**src/rtl/sys_cfg_decode.sv**
```systemverilog
module sys_cfg_decode #(
  parameter int         AW       = 16,
  parameter logic [7:0] CFG_ADDR = 8'h3E,
  parameter logic [1:0] LO_PAGE  = 2'b00
) (
  input  logic          clk,
  input  logic          rst_n,
  input  logic [AW-1:0] io_addr,
  input  logic          io_rd,
  input  logic          io_wr,
  input  logic [7:0]    wr_data,
  input  logic          rom_dec_n,
  output logic [7:0]    rd_data,
  output logic          cfg_sel,
  output logic          lo_sel,
  output logic          hi_sel,
  output logic          rom_cs_n,
  output logic          pclk_en,
  output logic          pin_csio,
  output logic          data_drive_en,
  output logic [2:0]    daisy_code
);
  localparam int UW = AW - 8;

  logic [7:0] cfg_r;
  logic       half_ph;
  logic       strobe, upper_zero, hi_page, is_cfg_addr;

  assign strobe      = io_rd | io_wr;
  assign upper_zero  = (io_addr[AW-1:8] == '0);
  assign hi_page     = (io_addr[7:6] == 2'b11);
  assign is_cfg_addr = (io_addr[7:0] == CFG_ADDR);

  assign cfg_sel = strobe & upper_zero & is_cfg_addr;
  assign lo_sel  = strobe & upper_zero & (io_addr[7:6] == LO_PAGE) & ~is_cfg_addr;
  assign hi_sel  = strobe & hi_page & (~cfg_r[7] | upper_zero);

  always_ff @(posedge clk or negedge rst_n) begin
    if (!rst_n)              cfg_r <= 8'h00;
    else if (io_wr && cfg_sel) cfg_r <= wr_data;
  end

  always_ff @(posedge clk or negedge rst_n) begin
    if (!rst_n) half_ph <= 1'b0;
    else        half_ph <= ~half_ph;
  end

  assign rd_data       = (cfg_sel && io_rd) ? cfg_r : 8'h00;
  assign rom_cs_n      = rom_dec_n | cfg_r[5];
  assign pin_csio      = cfg_r[4];
  assign pclk_en       = ~cfg_r[3] | half_ph;
  assign data_drive_en = cfg_r[2] & io_rd & (cfg_sel | lo_sel | hi_sel);
  assign daisy_code    = {cfg_r[6], cfg_r[1], cfg_r[0]};

  logic [UW-1:0] unused_w;
  assign unused_w = '0;
endmodule

```
**config.mk**
```make
export PLATFORM = sky130hd
export DESIGN_NAME = sys_cfg_decode
export DESIGN_NICKNAME = d
export VERILOG_FILES = /design/src/rtl/sys_cfg_decode.sv
export SDC_FILE = /design/constraint.sdc
export NUM_CORES = 1
export LEC_CHECK = 0
export BUFFER_PORTS_ARGS = -buffer_cell sky130_fd_sc_hd__buf_2
export CORE_MARGIN = 2
export CORE_UTILIZATION = 30
export CTS_CLUSTER_DIAMETER = 200
export DETAILED_ROUTE_END_ITERATION = 16
export GPL_ROUTABILITY_DRIVEN = 0
export PLACE_DENSITY_LB_ADDON = 0.12
export SYNTH_ARGS = -nofsm -noshare
export SYNTH_HDL_FRONTEND = slang
export SYNTH_SLANG_ARGS = --single-unit
```
**constraint.sdc**
```tcl
create_clock -name clk -period 2.3 [get_ports clk]
set_input_delay 0.69 -clock clk [delete_from_list [all_inputs] [get_ports clk]]
set_output_delay 0.69 -clock clk [all_outputs]
set_load 0.02 [all_outputs]
```
# --- Word level (Yosys, flattened, before mapping) ---
# Index checks and enable logic that the tools add are counted.
totals:
  reg_bits: 9
  elab_cells: 27
classes:
  eq_ne: 2
  muxes: 1
  n_bitwise: 18
  reduce_logical: 4
op_table:
  columns: ["operator", "n"]
  rows:
  - ["bitwise AND 1 bit", 8]
  - ["== test 8 x 6 -> 1 bit, second input constant", 1]
  - ["logical NOT 8 bit", 1]
  - ["2-to-1 mux 8 bit", 1]
  - ["OR 1 bit", 6]
  - ["NOT 1 bit", 4]
  - ["== test 2 bit, second input constant", 1]
  - ["logical AND 1 bit", 2]
  - ["logical NOT 2 bit", 1]

# --- Longest topological paths before layout ---
# Gate-level depths: netlist of the first run.
logic_depth:
  ltp_word: 7
  ltp_mapped: 4
  mapped_depth_nobuf: 4

# --- Worst setup path after synthesis of the first run ---
# OpenSTA, ideal clock, no wires.
synth_path:
  path_type: "input-to-output"
  from: "input io_addr[15]"
  to: "output lo_sel"
  t_arrival_ns: 2.152
  path_slack_ns: -0.542
  stages: 4
  path_cell_list: "or4_4 > nor2_4 > o21ai_0 > nor4_1"
synth_between:
  elab_chain_len: 4
synth_rtl:
  columns: ["item", "line_no", "text"]
  rows:
  - ["start: declaration", "8", "input logic [AW-1:0] io_addr,"]
  - ["logical NOT 8 bit", "30", "assign upper_zero = (io_addr[AW-1:8] == '0);"]
  - ["bitwise AND 1 bit (3 in series)", "35", "assign lo_sel = strobe & upper_zero & (io_addr[7:6] == LO_PAGE) & ~is_cfg_addr;"]
  - ["end: declaration", "15", "output logic lo_sel,"]
# Every way passes these cells.

# --- Worst setup path after layout of the first run ---
layout_path:
  from: "input io_addr[8]"
  to: "output rd_data[3]"
layout_between:
  elab_chain_len: 5
layout_rtl:
  columns: ["item", "line_no", "text"]
  rows:
  - ["logical NOT 8 bit", "30", null]
  - ["bitwise AND 1 bit (2 in series)", "34", "assign cfg_sel = strobe & upper_zero & is_cfg_addr;"]
  - ["logical AND 1 bit", "48", "assign rd_data = (cfg_sel && io_rd) ? cfg_r : 8'h00;"]
  - ["2-to-1 mux 8 bit", "48", null]
  - ["end: declaration", "13", "output logic [7:0] rd_data,"]
# Every way passes these cells.

==> results by group, run 1 <==
Run status
  • Run status: finished with violations
  • Failing checks: setup timing

Clocking
  • Clock slew at the register clock pins of the worst setup and hold paths: about 60 ps
  • Clock tree from TritonCTS: yes
  • Clk_lat worst skew: 250 ps
  • Clock Root Buffer: sky130_fd_sc_hd__clkbuf_4
  • Number of hold buffers added after cts: 0
  • Number of buffers created by CTS: 3
  • Number of sinks handled by clock tree synthesis: 9
  • Max clock buf depth: 2
  • Clock H-tree levels: 1

Critical path
  • Kind of end point of the critical path: primary output
  • Slowest stage cell, crit path: sky130_fd_sc_hd__or4_4
  • Crit Path Class: input pin to primary output
  • Critical Path Source Type: input pin
  • Worst Path Arrival: 2010 ps
  • Buffers and inverters on the worst path: 2
  • Cell Chain, Critical Path: buf_6 > or4_4 > nor2_4 > and3_4 > and2_4 > buf_6
  • Gate family responsible for the most delay along the worst path: simple AND/OR/NAND/NOR gates
  • Most frequent cell on the critical path: sky130_fd_sc_hd__buf_6
  • Required arrival time at the worst endpoint: about 1600 ps
  • Largest stage delay, worst path: 550 ps
  • Largest fanout on the critical path: 7

Place
  • Input/output buffers: 46
  • DP Area: 887.1 µm²
  • Detailed placement HPWL: 1186 µm
  • Total instance count after detailed placement: 124

GRT
  • Total track usage: 0.1509
  • Pin count of the biggest net entering global routing: 10
  • Vias in the first global route: roughly 570
  • Wire length of the first global-routing pass: between 2000 and 2500 µm
  • Grt ovf: 0
  • Antenna violations before repair: 0

Timing
  • Worst Tran Pin Value: around 310 ps
  • Final critical-path required period: between 2000 and 3000 ps
  • Worst hold-check slack: about 280 ps
  • Setup repair after global routing missed its margin: true
  • Fin Clk Skew: 0 ps
  • Max-slew violation total from the final report: 0
  • Timing-limited maximum frequency: between 0.3 and 0.4 GHz
  • Setup violation total in the final timing report: 12
  • Final cycle utilization of the critical path: 1.172
  • Final critical-path setup slack: -395.7 ps
  • Final hold viol count: 0
  • Worst slew slack as a fraction of its limit: 0.7884

Drt
  • DRC violations left: 0
  • Vias per std cell: 4.504
  • First-pass detailed-route iteration total: 4
  • Number of nets with antenna violations after routing: 0
  • Post-DR wirelength/cell: between 10 and 15 µm
  • Vias after detailed routing: ~580
  • DRT Wirelength: approximately 1500 µm
  • Iter 0 DRT Violations: 4

Die
  • Die Footprint: 2194 µm²
  • Vert. Die Dim: 46.84 µm
  • Number of primary I/O pins: 47
  • Area of the core: between 1500 and 2000 µm²
  • Starting density of the core: 0.3188
  • # rows: 15
  • Overall die width: roughly 47 µm

Pwr
  • Leakage component of the power: ~0.00053 µW
  • Power per standard cell area: ~320 nW/µm²
  • Worst supply voltage drop on vdd: roughly 0.28 mV

Logic synthesis
  • Simple-gate portion of the synthesized area: 0.3159
  • Mean area per synthesized cell: 11.01 µm²
  • Post-synthesis instance area: roughly 550 µm²
  • Ranking of synthesized cells by area: sky130_fd_sc_hd__dfrtp_1, sky130_fd_sc_hd__mux2_2, sky130_fd_sc_hd__mux2_4
  • Cell count after synthesis: 50
  • Share of async-settable or async-resettable flops after synthesis: 1.000
  • Synthesized-area fraction occupied by xor and xnor cells: 0
  • Synthesized-area fraction occupied by adder cells: 0
  • Post-synth cell types: 19
  • Post-Synthesis Net Count: 79
  • Post-synthesis mux area share: 0.1841
  • Post-synthesis sequential area ratio: 0.4091
  • Largest area contributor in the netlist: sky130_fd_sc_hd__dfrtp_1
  • Synth top area share: 0.4091
  • Yosys warning total: 0
  • Dominant combinational cell family by area after synthesis: simple AND/OR/NAND/NOR gates
  • Most instantiated cells after synthesis: sky130_fd_sc_hd__dfrtp_1, sky130_fd_sc_hd__and2_1, sky130_fd_sc_hd__mux2_2
  • Flip-flop and latch count after synthesis: 9
  • Top FF cell, synth: sky130_fd_sc_hd__dfrtp_1
  • Most frequent cell after synthesis: sky130_fd_sc_hd__dfrtp_1
  • Number of synthesized flops with an enable pin: 0
  • Fraction of the mapped netlist area in compound gates: 0.03636

Job
  • Number of violations of the max-capacitance limit: 0

Cells and area
  • Design area: ~1000 µm²
  • # diodes: 0
  • Non-Filler Instances: approximately 130
  • Post-layout net count: ~130
  • Synthesis-to-finish area growth: 85.68%
  • Share of final-layout standard cells stronger than drive strength 1: 0.8077
  • Final cell utilization of the core: 0.5920

Worst hold path
  • Class of the tightest hold or removal check: input pin to asynchronous set/reset pin
==> cells in the final DEF, fill, tap and decap left out, drive strengths merged <==
cell type,n
and2,7
and3,1
and4,1
and4bb,1
buf,53
clkbuf,4
dfrtp,9
inv,2
mux2,8
nand2,2
nand3,2
nand4,2
nor2,4
nor4,1
o21ai,4
or2,1
or4,2
==> report_power, final <==
group	switching [µW]	internal (µW)
clock	50.6	66.6
sequential	0.0376	158
combinational	23.2	26.8
==> registers in the layout, summed over array words and instances, names as in the netlist <==
register	flops
cfg_r	8
half_ph	1
==> routing by layer <==
metal,track usage,wire [µm],up-vias
met4,0.06667,0,0
li1,-,-,286
met3,0.01538,126,0
met1,0.1853,584,266
met2,0.2658,803,29
met5,0,0,-
==> cell type report <==
class	instances	area, µm²
sequential	9	225.2
multi-input combinational	36	370.4
clock buffer	4	26.28
fill	171	704.4
timing repair buffer	53	361.6
inverter	2	7.507
tap	25	31.28
==> cell families after synthesis <==
family | count (synthesis)
compound gates | 4
flops | 9
mux | 8
simple gates | 24
buf+inv | 5
==> through the flow <==
stage / setup TNS, ps / total power, µW / setup slack (ps)
2_1_floorplan: -2389 / 172.4 / -294.6
6_report: -4371 / 325.6 / -395.7
3_5_place_dp: -4948 / 208.8 / -443.7
5_1_grt: -5089 / 340.6 / -457.4
4_1_cts: -4389 / 331.9 / -399.4
3_3_place_gp: -4882 / 208.0 / -435.2
==> path summary, 6_finish.rpt <==
check / startpoint / endpoint / slack, ps / depth (start not counted)
worst max-delay path: io_addr[8] / rd_data[3] / -400 / 6
worst min-delay path: rst_n / cfg_r[3]$_DFFE_PN0P_ / 280 / 1
worst max register to register: cfg_r[2]$_DFFE_PN0P_ / cfg_r[2]$_DFFE_PN0P_ / 1510 / 1
worst min register to register: half_ph$_DFF_PN0_ / half_ph$_DFF_PN0_ / 400 / 1
max in group asynchronous: rst_n / cfg_r[7]$_DFFE_PN0P_ / 1850 / 1
min in group clk: half_ph$_DFF_PN0_ / half_ph$_DFF_PN0_ / 400 / 1
==> repair_timing <==
action                     4_1_cts  5_1_grt
setup endpoints to repair       12       12
resized for setup               31        0
setup buffers                    1        0
pin swaps                       12        1
No activity file was read; power rests on OpenSTA's default activity.
==> run 2, diff against run 1 <==
CAP_MARGIN = 20   (was unset)
GPL_ROUTABILITY_DRIVEN = unset   (was 0)
clock period = 2.8 ns   (was 2.3 ns; I/O delays follow)
==> results by group, run 2 (synthesis gave the netlist of run 1 again) <==
Run status
  • Run status: finished with violations
  • Failing checks: setup timing

Drt
  • DRT Wirelength: 1480 µm (-2.2%)
  • DRC violations left: 0 (unchanged)
  • Vias after detailed routing: 565 (-2.8%)
  • Post-DR wirelength/cell: 11.65 µm (-0.71%)
  • First-pass detailed-route iteration total: 4 (unchanged)
  • Number of nets with antenna violations after routing: 0 (unchanged)
  • Iter 0 DRT Violations: 4 (unchanged)
  • Vias per std cell: 4.449 (-1.2%)

Place
  • Total instance count after detailed placement: 122 (-1.6%)
  • Routability-driven placement congestion ratio: 0.7100
  • DP Area: 857.1 µm² (-3.4%)
  • Input/output buffers: 46 (unchanged)

Critical path
  • Crit Path Class: input pin to primary output
  • Critical Path Source Type: input pin
  • Kind of end point of the critical path: primary output
  • Required arrival time at the worst endpoint: 1960 ps (+350 ps)
  • Largest fanout on the critical path: 3 (-4)
  • Worst Path Arrival: 2110 ps (+100 ps)

Clocking
  • Number of sinks handled by clock tree synthesis: 9 (unchanged)
  • Number of hold buffers added after cts: 0 (unchanged)
  • Clock tree from TritonCTS: yes
  • Clock Root Buffer: sky130_fd_sc_hd__clkbuf_4
  • Clk_lat worst skew: 250 ps (about the same)
  • Clock H-tree levels: 1 (unchanged)
  • Number of buffers created by CTS: 3 (unchanged)
  • Clock slew at the register clock pins of the worst setup and hold paths: 60 ps (about the same)
  • Max clock buf depth: 2 (unchanged)

Pwr
  • Leakage component of the power: 0.0005118 µW (-2.9%)
  • Power per standard cell area: 272.4 nW/µm² (-14%)
  • Worst supply voltage drop on vdd: 0.3381 mV (+22%)
  • Total Power Consumption: 263.8 µW (-19%)

Die
  • Starting density of the core: 0.3188 (unchanged)
  • Area of the core: 1727 µm² (unchanged)
  • # rows: 15 (unchanged)
  • Vert. Die Dim: 46.84 µm (unchanged)
  • Overall die width: 46.84 µm (unchanged)
  • Die Footprint: 2194 µm² (unchanged)
  • Number of primary I/O pins: 47 (unchanged)

Cells and area
  • Final cell utilization of the core: 0.5609 (-0.03116)
  • Top Registers: cfg_r (8), half_ph (1)
  • Share of final-layout standard cells stronger than drive strength 1: 0.7843 (-0.02338)
  • Max FFs per register: 8 (unchanged)
  • # diodes: 0 (unchanged)
  • Most common cell after layout, fill and taps aside: sky130_fd_sc_hd__buf_2
  • Post-layout net count: 132 (-1.5%)
  • Synthesis-to-finish area growth: 75.91%
  • Commonest cells after routing, fill and taps aside: sky130_fd_sc_hd__buf_2, sky130_fd_sc_hd__dfrtp_1, sky130_fd_sc_hd__buf_6
  • Design area: 968.4 µm² (-5.3%)
  • Largest register by flop count: cfg_r
  • Non-Filler Instances: 127 (-1.6%)

Timing
  • Sum of negative setup slack: -1519 ps (+2851 ps)
  • Worst slew slack as a fraction of its limit: 0.8658 (+0.07734)
  • Max-slew violation total from the final report: 0 (unchanged)
  • Final critical-path setup slack: -149.9 ps (+245.8 ps)
  • Worst Tran Pin Value: 199.8 ps (-114.2 ps)
  • Setup repair after global routing missed its margin: true
  • Final critical-path required period: ~3000 ps
  • Timing-limited maximum frequency: about 0.34 GHz
  • Fin Clk Skew: 0 ps (unchanged)
  • Final hold viol count: 0 (unchanged)
  • Final cycle utilization of the critical path: 1.054
  • Setup violation total in the final timing report: 12 (unchanged)

GRT
  • Pin count of the biggest net entering global routing: 10 (unchanged)
  • Antenna violations before repair: 0 (unchanged)
  • Grt ovf: 0 (unchanged)
  • Vias in the first global route: 521 (-9.1%)
  • Wire length of the first global-routing pass: 2270 µm (-3.2%)
  • Total track usage: 0.1466 (-0.004297)

Job
  • Number of violations of the max-capacitance limit: 0 (unchanged)

Worst hold path
  • Class of the tightest hold or removal check: register to register
[run 2: layer usage]
metal,global-route usage,part of all wire,up-vias
met1,0.1910,0.39,255
met2,0.2247,0.49,30
met3,0.07692,0.12,0
met4,0.01667,0,0
met5,0,0,-
li1,-,-,280
[run 2: layout make-up]
| class | count | area (µm²) |
|---|---|---|
| Fill cell | 180 | 758.2 |
| Multi-Input combinational cell | 36 | 346.6 |
| Timing Repair Buffer | 51 | 331.6 |
| Sequential cell | 9 | 225.2 |
| Tap cell | 25 | 31.28 |
| Clock buffer | 4 | 26.28 |
| Inverter | 2 | 7.507 |
[run 2: metrics by stage]
| stage | setup WS, ps | hold WS [ps] |
|---|---|---|
| 3_5_place_dp | -258.0 | 395.6 |
| 5_1_grt | -210.2 | 425.0 |
| 3_3_place_gp | -225.7 | 395.1 |
| 6_report | -149.9 | 406.1 |
| 4_1_cts | -157.4 | 404.2 |
| 2_1_floorplan | -94.65 | 382.7 |
[run 2: worst max-delay path: stages]
cell	delay [ps]
sky130_fd_sc_hd__buf_6	90
sky130_fd_sc_hd__or4_4	540
sky130_fd_sc_hd__nor2_4	140
sky130_fd_sc_hd__buf_4	130
sky130_fd_sc_hd__o21ai_4	60
sky130_fd_sc_hd__nor4_4	140
sky130_fd_sc_hd__buf_4	180
[run 2: final timing paths]
check	endpoint	slack (ps)	cells after the start	from
setup / recovery	lo_sel	-150	7	io_addr[8]
hold / removal	half_ph$_DFF_PN0_	410	1	half_ph$_DFF_PN0_
setup reg to reg	cfg_r[2]$_DFFE_PN0P_	2010	1	cfg_r[2]$_DFFE_PN0P_
hold reg to reg	half_ph$_DFF_PN0_	410	1	half_ph$_DFF_PN0_
max in group asynchronous	cfg_r[3]$_DFFE_PN0P_	2200	1	rst_n
min in group asynchronous	cfg_r[7]$_DFFE_PN0P_	420	1	rst_n
[run 2: what timing repair did]
item / CTS / global route
setup buffers: 1 / 0
gates resized for setup: 23 / 1
endpoints found under the setup margin: 12 / 12
pin swaps: 12 / 1
[run 2: where the power goes]
group / switching [µW] / internal (µW) / leakage [µW]
registers: 0.0309 / 130 / 0.000121
clock network: 41.6 / 54.7 / 0.0000150
logic: 16.9 / 20.5 / 0.000376
total: 58.5 / 205 / 0.000512
